==> src/rtl/xcvr_pkg.sv <==
`timescale 1ns/1ps
// Package: shared types for the registered transceiver.
// Assumes: nothing beyond IEEE 1800-2017.
package xcvr_pkg;

    // Source chosen for a driven bus.
    typedef enum logic {
        SRC_LIVE   = 1'b0,
        SRC_STORED = 1'b1
    } src_sel_e;

    // Decoded drive state of one section.
    typedef struct packed {
        logic drive_a;
        logic drive_b;
    } drive_t;

endpackage

==> src/rtl/xcvr_edge_det.sv <==
`timescale 1ns/1ps
// Module: xcvr_edge_det
// Turns a level strobe sampled on clk into a one-cycle capture pulse on its
// rising edge. Assumes the strobe is synchronous to clk.
module xcvr_edge_det (
    input  logic clk,
    input  logic rst_n,
    input  logic strobe,
    output logic pulse
);

    logic prev_q;

    // Remember the strobe level seen at the previous edge.
    always_ff @(posedge clk) begin
        if (!rst_n) prev_q <= 1'b0;
        else        prev_q <= strobe;
    end

    // A pulse marks a low-to-high change of the strobe.
    always_comb begin
        pulse = strobe & ~prev_q;
    end

    // a held strobe never yields pulses on consecutive edges.
    assert_single_pulse_R11: assert property (@(posedge clk) disable iff (!rst_n)
        pulse |=> !pulse);

endmodule

==> src/rtl/xcvr_cap_reg.sv <==
`timescale 1ns/1ps
// Module: xcvr_cap_reg
// Storage register of one transfer direction. It loads when load is high and
// holds otherwise. Assumes load is a single-cycle pulse from the edge detector.
module xcvr_cap_reg #(
    parameter int WIDTH = 8
) (
    input  logic             clk,
    input  logic             rst_n,
    input  logic             load,
    input  logic [WIDTH-1:0] d,
    output logic [WIDTH-1:0] q
);

    // Clear on reset, load on a capture pulse, else hold.
    always_ff @(posedge clk) begin
        if (!rst_n)    q <= '0;
        else if (load) q <= d;
    end

    // a capture pulse stores the presented bus value.
    assert_capture_R2: assert property (@(posedge clk) disable iff (!rst_n)
        load |=> (q == $past(d)));

    // without a pulse the stored value does not move.
    assert_hold_R3: assert property (@(posedge clk) disable iff (!rst_n)
        !load |=> $stable(q));

endmodule

==> src/rtl/xcvr_drive_ctl.sv <==
`timescale 1ns/1ps
// Module: xcvr_drive_ctl
// Decodes the active-low enable and the direction bit into drive flags for the
// two buses. Assumes the controls are steady around the clock edge.
module xcvr_drive_ctl
    import xcvr_pkg::*;
(
    input  logic   clk,
    input  logic   rst_n,
    input  logic   oe_n,
    input  logic   dir,
    output drive_t drv
);

    // Only an enabled section drives, and only toward one side.
    always_comb begin
        drv.drive_a = 1'b0;
        drv.drive_b = 1'b0;
        if (!oe_n) begin
            if (dir) drv.drive_b = 1'b1;
            else     drv.drive_a = 1'b1;
        end
    end

    // isolation keeps both buses released.
    assert_isolate_R5: assert property (@(posedge clk) disable iff (!rst_n)
        oe_n |-> (!drv.drive_a && !drv.drive_b));

    // the two drive flags are exclusive.
    assert_excl_flags_R8: assert property (@(posedge clk) disable iff (!rst_n)
        $onehot0({drv.drive_a, drv.drive_b}));

endmodule

==> src/rtl/xcvr_section.sv <==
`timescale 1ns/1ps
// Module: xcvr_section
// One independent group of WIDTH channels. It holds the two capture registers,
// the live/stored source muxes and the drive decode. Assumes all controls are
// synchronous to clk.
module xcvr_section
    import xcvr_pkg::*;
#(
    parameter int WIDTH = 8
) (
    input  logic             clk,
    input  logic             rst_n,
    input  logic             oe_n,
    input  logic             dir,
    input  logic             sel_ab,
    input  logic             sel_ba,
    input  logic             cap_ab,
    input  logic             cap_ba,
    input  logic [WIDTH-1:0] a_in,
    output logic [WIDTH-1:0] a_out,
    output logic [WIDTH-1:0] a_oe,
    input  logic [WIDTH-1:0] b_in,
    output logic [WIDTH-1:0] b_out,
    output logic [WIDTH-1:0] b_oe
);

    drive_t           drv;
    logic             pulse_ab;
    logic             pulse_ba;
    logic [WIDTH-1:0] a_q;
    logic [WIDTH-1:0] b_q;
    logic [WIDTH-1:0] a_bus;
    logic [WIDTH-1:0] b_bus;
    src_sel_e         src_ab;
    src_sel_e         src_ba;

    xcvr_drive_ctl u_ctl (
        .clk   (clk),
        .rst_n (rst_n),
        .oe_n  (oe_n),
        .dir   (dir),
        .drv   (drv)
    );

    xcvr_edge_det u_edge_ab (
        .clk    (clk),
        .rst_n  (rst_n),
        .strobe (cap_ab),
        .pulse  (pulse_ab)
    );

    xcvr_edge_det u_edge_ba (
        .clk    (clk),
        .rst_n  (rst_n),
        .strobe (cap_ba),
        .pulse  (pulse_ba)
    );

    xcvr_cap_reg #(.WIDTH(WIDTH)) u_reg_a (
        .clk   (clk),
        .rst_n (rst_n),
        .load  (pulse_ab),
        .d     (a_bus),
        .q     (a_q)
    );

    xcvr_cap_reg #(.WIDTH(WIDTH)) u_reg_b (
        .clk   (clk),
        .rst_n (rst_n),
        .load  (pulse_ba),
        .d     (b_bus),
        .q     (b_q)
    );

    // Map the raw select bits onto the source type.
    always_comb begin
        src_ab = src_sel_e'(sel_ab);
        src_ba = src_sel_e'(sel_ba);
    end

    // Per-channel muxes, drive enables and the resolved bus values.
    for (genvar i = 0; i < WIDTH; i++) begin : g_chan
        logic a_src;
        logic b_src;
        assign a_src    = (src_ba == SRC_STORED) ? b_q[i] : b_in[i];
        assign b_src    = (src_ab == SRC_STORED) ? a_q[i] : a_in[i];
        assign a_out[i] = drv.drive_a & a_src;
        assign b_out[i] = drv.drive_b & b_src;
        assign a_oe[i]  = drv.drive_a;
        assign b_oe[i]  = drv.drive_b;
        assign a_bus[i] = drv.drive_a ? a_out[i] : a_in[i];
        assign b_bus[i] = drv.drive_b ? b_out[i] : b_in[i];
    end

    // no bit of A and of B is enabled at the same time.
    assert_one_bus_R8: assert property (@(posedge clk) disable iff (!rst_n)
        !((|a_oe) && (|b_oe)));

    // an isolated section presents zero on both outputs.
    assert_quiet_R5: assert property (@(posedge clk) disable iff (!rst_n)
        oe_n |-> (a_out == '0 && b_out == '0 && a_oe == '0 && b_oe == '0));

    // capturing a driven B bus stores what was driven on it.
    assert_self_capture_R9: assert property (@(posedge clk) disable iff (!rst_n)
        (pulse_ba && (&b_oe)) |=> (b_q == $past(b_out)));

endmodule

==> src/rtl/regxcvr_top.sv <==
`timescale 1ns/1ps
// Module: regxcvr_top
// Top of the registered transceiver. It instantiates NSEC independent sections
// of WIDTH channels. Bus and control vectors are sliced per section.
// Assumes a single clock domain for strobes and controls.
module regxcvr_top #(
    parameter int NSEC  = 2,
    parameter int WIDTH = 8
) (
    input  logic                  clk,
    input  logic                  rst_n,
    input  logic [NSEC-1:0]       oe_n,
    input  logic [NSEC-1:0]       dir,
    input  logic [NSEC-1:0]       sel_ab,
    input  logic [NSEC-1:0]       sel_ba,
    input  logic [NSEC-1:0]       cap_ab,
    input  logic [NSEC-1:0]       cap_ba,
    input  logic [NSEC*WIDTH-1:0] a_in,
    output logic [NSEC*WIDTH-1:0] a_out,
    output logic [NSEC*WIDTH-1:0] a_oe,
    input  logic [NSEC*WIDTH-1:0] b_in,
    output logic [NSEC*WIDTH-1:0] b_out,
    output logic [NSEC*WIDTH-1:0] b_oe
);

    localparam int BUS_W = NSEC * WIDTH;

    // One section per control bit; R10 slice mapping.
    for (genvar s = 0; s < NSEC; s++) begin : g_sec
        xcvr_section #(.WIDTH(WIDTH)) u_sec (
            .clk    (clk),
            .rst_n  (rst_n),
            .oe_n   (oe_n[s]),
            .dir    (dir[s]),
            .sel_ab (sel_ab[s]),
            .sel_ba (sel_ba[s]),
            .cap_ab (cap_ab[s]),
            .cap_ba (cap_ba[s]),
            .a_in   (a_in[s*WIDTH +: WIDTH]),
            .a_out  (a_out[s*WIDTH +: WIDTH]),
            .a_oe   (a_oe[s*WIDTH +: WIDTH]),
            .b_in   (b_in[s*WIDTH +: WIDTH]),
            .b_out  (b_out[s*WIDTH +: WIDTH]),
            .b_oe   (b_oe[s*WIDTH +: WIDTH])
        );
    end

    // across the whole block, no bit position is driven on both sides.
    assert_no_overlap_R8: assert property (@(posedge clk) disable iff (!rst_n)
        ((a_oe & b_oe) == {BUS_W{1'b0}}));

endmodule

==> config.mk <==
export PLATFORM = sky130hd
export DESIGN_NAME = regxcvr_top
export DESIGN_NICKNAME = d
export VERILOG_FILES = /design/src/rtl/xcvr_pkg.sv /design/src/rtl/xcvr_edge_det.sv /design/src/rtl/xcvr_cap_reg.sv /design/src/rtl/xcvr_drive_ctl.sv /design/src/rtl/xcvr_section.sv /design/src/rtl/regxcvr_top.sv
export SDC_FILE = /design/constraint.sdc
export NUM_CORES = 1
export LEC_CHECK = 0
export BUFFER_PORTS_ARGS = -buffer_cell sky130_fd_sc_hd__buf_2
export CORE_ASPECT_RATIO = 0.9
export CORE_MARGIN = 3
export CORE_UTILIZATION = 51
export DETAILED_ROUTE_END_ITERATION = 6
export GPL_TIMING_DRIVEN = 1
export PLACE_DENSITY = 0.86
export SYNTH_ARGS = -nofsm -noshare
export SYNTH_HDL_FRONTEND = slang
export SYNTH_SLANG_ARGS = --single-unit
==> constraint.sdc <==
create_clock -name clk -period 3 [get_ports clk]
set_clock_uncertainty 0.2 [all_clocks]
set_input_delay 0.3 -clock clk [delete_from_list [all_inputs] [get_ports clk]]
set_output_delay 0.3 -clock clk [all_outputs]
set_load 0.01 [all_outputs]
# --- Word level (Yosys, flattened, before mapping) ---
# Index checks and enable logic that the tools add are counted.
classes:
  mux: 70
  n_bitwise: 40
ops:
  columns: ["operator", "n"]
  rows:
  - ["1-bit two-way mux", 68]
  - ["1-bit bitwise AND", 36]
  - ["2-bit two-way mux", 2]
  - ["1-bit inverter", 4]
totals:
  reg_bits: 36
  inputBits: 46
  out_inout_bits: 64

# --- Logic depth before layout (Yosys ltp) ---
logic_depth:
  ltp_word: 4
  ltp_mapped: 5
  ltp_nobuf: 4

# --- By module ---
# Synthesis repeated with hierarchy kept, for this count alone.
hier_totals:
  cells_unflattened: 284
  area_unflattened_um2: 2497.4
by_module_without_submodules:
  columns: ["module", "n_inst", "cells_per_inst", "area_per_inst_um2", "seq_area_each_um2"]
  rows:
  - ["xcvr_cap_reg", 4, 25, 301.5, 160.2]
  - ["xcvr_section", 2, 84, 548.0, 0.0]
  - ["xcvr_edge_det", 4, 3, 40.0, 20.0]
  - ["xcvr_drive_ctl", 2, 2, 17.5, 0.0]

# --- Least setup slack after synthesis ---
# OpenSTA, ideal clock, no wires.
synth_timing:
  path_type: "input port to output port"
  startpoint: "input port oe_n[1]"
  endpoint: "output port a_oe[10]"
  t_arrival_ns: 1.052
  path_slack_ns: 1.448
  path_stages: 4
  path_buffers: 2
  cell_sequence: "or2_1 > buf_6 > inv_1 > buf_4"
synth_via:
  elab_chain_len: 1
synth_lines:
  columns: ["item", "line_no", "rtl"]
  rows:
  - ["start, declared", "regxcvr_top.sv:12", "input logic [NSEC-1:0] oe_n,"]
  - ["2-bit two-way mux", "xcvr_drive_ctl.sv:19", "if (!oe_n) begin"]
  - ["end, declared", "regxcvr_top.sv:20", "output logic [NSEC*WIDTH-1:0] a_oe,"]
# No other way between the ends.

# --- Worst setup path after layout ---
layout_timing:
  startpoint: "input port dir[0]"
  endpoint: "output port a_oe[2]"
layout_via:
  elab_chain_len: 2
layout_lines:
  columns: ["item", "line_no", "rtl"]
  rows:
  - ["start, declared", "regxcvr_top.sv:13", "input logic [NSEC-1:0] dir,"]
  - ["1-bit two-way mux", "xcvr_drive_ctl.sv:20", "if (dir) drv.drive_b = 1'b1;"]
  - ["2-bit two-way mux", "xcvr_drive_ctl.sv:19", null]
# No other way between the ends.

==> metrics.yaml <==
grt_pass1_vias: 1865
top_usage_layer: "met2"
syn_area_per_cell_um2: 9.18
cts_tree: "yes"
min_period_ns: 2.08
crit_fanout: 10
insertion_delay_ns: 0.27
via_count: 2084
fillers: 360
drive_above_1_share: 0.502
ys_ff_latch: 36
initial_core_util: 0.555
p_leak_uw: 0.00143
syn-num-nets: 304
grtUsageMet1: 0.301
h-tree-depth: 2
syn_to_final_growth_pct: 16.0
cts_setup_buffers: 0
drc: 0
gr-usage-met3: 0.0382
drt_iter0_markers: 154
rsz0062_at_grt: "false"
worstSetupPathType: "in2out"
powerDensity_mw_per_mm2: 427
cts_buffer_depth: 2
most-common-layout-cells: "buf_2, dfxtp_1, mux2i_1"
worst_pin_slew_ns: 0.798
final_core_util: 0.643
total_power_uw: 1170
io_buffers: 109
maxSlewHeadroom: 0.468
hold_class: "in2reg"
synth_area_mm2: 0.00237
wl_mm: 5.72
ys_seq_area_frac: 0.304
core_mm2: 0.00427
ys.warnings.count: 0
cts_buffers: 5
pin_count: 110
fin_crit_sh: 0.694
final_common_cell: "buf_2"
max_freq_mhz: 480
antenna_cells: 0
die_h_um: 70.6
setup_tns_ns: 0
worstPathRequired_ns: 2.50
first_pass_iters: 4
die_w_um: 77.8
antenna_found_initial: 0
crit_path_end_kind: "output pin"
synth.area.top_cells: "dfxtp_1, o221a_2, mux2i_1"
fp-row-count: 22
setup_viol: 0
syn_inst: 258
wire_per_inst_um: 14.6
fin_nets: 376
grt-ovfl-total: 0
cts-root-buf: "clkbuf_8"
post-place-ws_ns: 0.910
final_hold_viol_count: 0
outcome: "complete, no violations"
dieArea_mm2: 0.00550
start_kind: "input port"
final_critical_path_setup_slack_ns: 0.918
cts_resized: 0
synth_top_area_cell: "dfxtp_1"
hpwl_mm: 4.41
grt_pass1_wl_mm: 9.29
netlist.area_leader.share: 0.304
clk_pin_slew_ns: 0.06
gr-usage-met2: 0.313
track_usage: 0.209
yosysUniqueCellTypes: 22
place_congestion: 0.865
cts_hold_buf: 0
max-vdd-ir-drop_mv: 0.363
via_per_inst: 5.33
cp.arrival_ns: 1.58
drv_cap: 0
finalMaxSlewViolations: 0
cts_sinks: 36
ant_nets: 0
grt_max_degree: 37
-- routing by layer --
layer,up-vias,routed length (um)
li1,1027,-
met4,0,97
met2,92,2640
met1,953,2590
met3,12,398
met5,-,0
-- where the power goes --
part / switching [uW] / leakage [uW] / total [uW] / internal [uW]
registers: 18.0 / 0.000299 / 533 / 515
logic: 162 / 0.00108 / 290 / 128
clock network: 161 / 0.0000455 / 348 / 187
total: 341 / 0.00143 / 1170 / 830
-- state kept, by name, indices dropped and copies added (netlist names) --
signal	cells
g_sec.u_sec.u_reg_a.q	16
g_sec.u_sec.u_reg_b.q	16
g_sec.u_sec.u_edge_ab.prev_q	2
g_sec.u_sec.u_edge_ba.prev_q	2
-- worst max-delay path, stage by stage --
cell and delay (ns):
buf_2 0.15, or2_1 0.65, inv_1 0.26, buf_2 0.22
-- cell type report --
cell class	count	area (um^2)	share of cell area
Clock buffer	8	90.1	0.0328
Inverter	20	80.1	0.0292
Multi-Input combinational cell	156	1220	0.444
Sequential cell	36	721	0.263
Tap cell	60	75.1	0.0273
Timing Repair Buffer	111	561	0.204
-- synth_stat cells --
cell and number:
o221a_2 31, nand2b_1 2, o21ai_0 16, mux2i_1 32, dfxtp_1 36, clkbuf_8 2
buf_4 31, and2_1 4, clkbuf_2 4, inv_4 2, nor2_1 16, nor2b_1 2
o221a_1 1, or2_1 2, o21ai_1 16, nand2_1 16, inv_1 18, clkbuf_1 2
nor2_4 16, buf_2 3, buf_6 4, and2b_1 2
-- stage by stage --
step                      hold slack [ns]  instance area (um^2)  cells
final                              0.0352                  2750    391
after global placement              0.313                  2660    383
after detailed placement            0.317                  2660    383
after floorplan                     0.222                  2370    258
after global routing               0.0248                  2750    391
after CTS                          0.0269                  2750    391
-- final timing paths --
path	from	to	slack [ns]	cells past startpoint
worst min register to register	g_sec[0].u_sec.u_reg_a.q[3]	g_sec[0].u_sec.u_reg_a.q[3]	0.34	1
worst max-delay path	dir[0]	a_oe[2]	0.92	4
worst min-delay path	cap_ba[0]	g_sec[0].u_sec.u_edge_ba.prev_q	0.04	2
worst max register to register	g_sec[1].u_sec.u_edge_ba.prev_q	g_sec[1].u_sec.u_reg_b.q[1]	1.50	3
-- cell families (layout without fill, tap and decap cells) --
| family | after synthesis | after routing | share of synthesized area |
|---|---|---|---|
| buffers and inverters | 66 | 139 | 0.181 |
| AO/OA/AOI/OAI | 64 | 64 | 0.220 |
| AND/OR/NAND/NOR | 60 | 60 | 0.160 |
| flip-flops | 36 | 36 | 0.304 |
| multiplexers | 32 | 32 | 0.135 |
No activity file was read; power rests on OpenSTA's default activity.
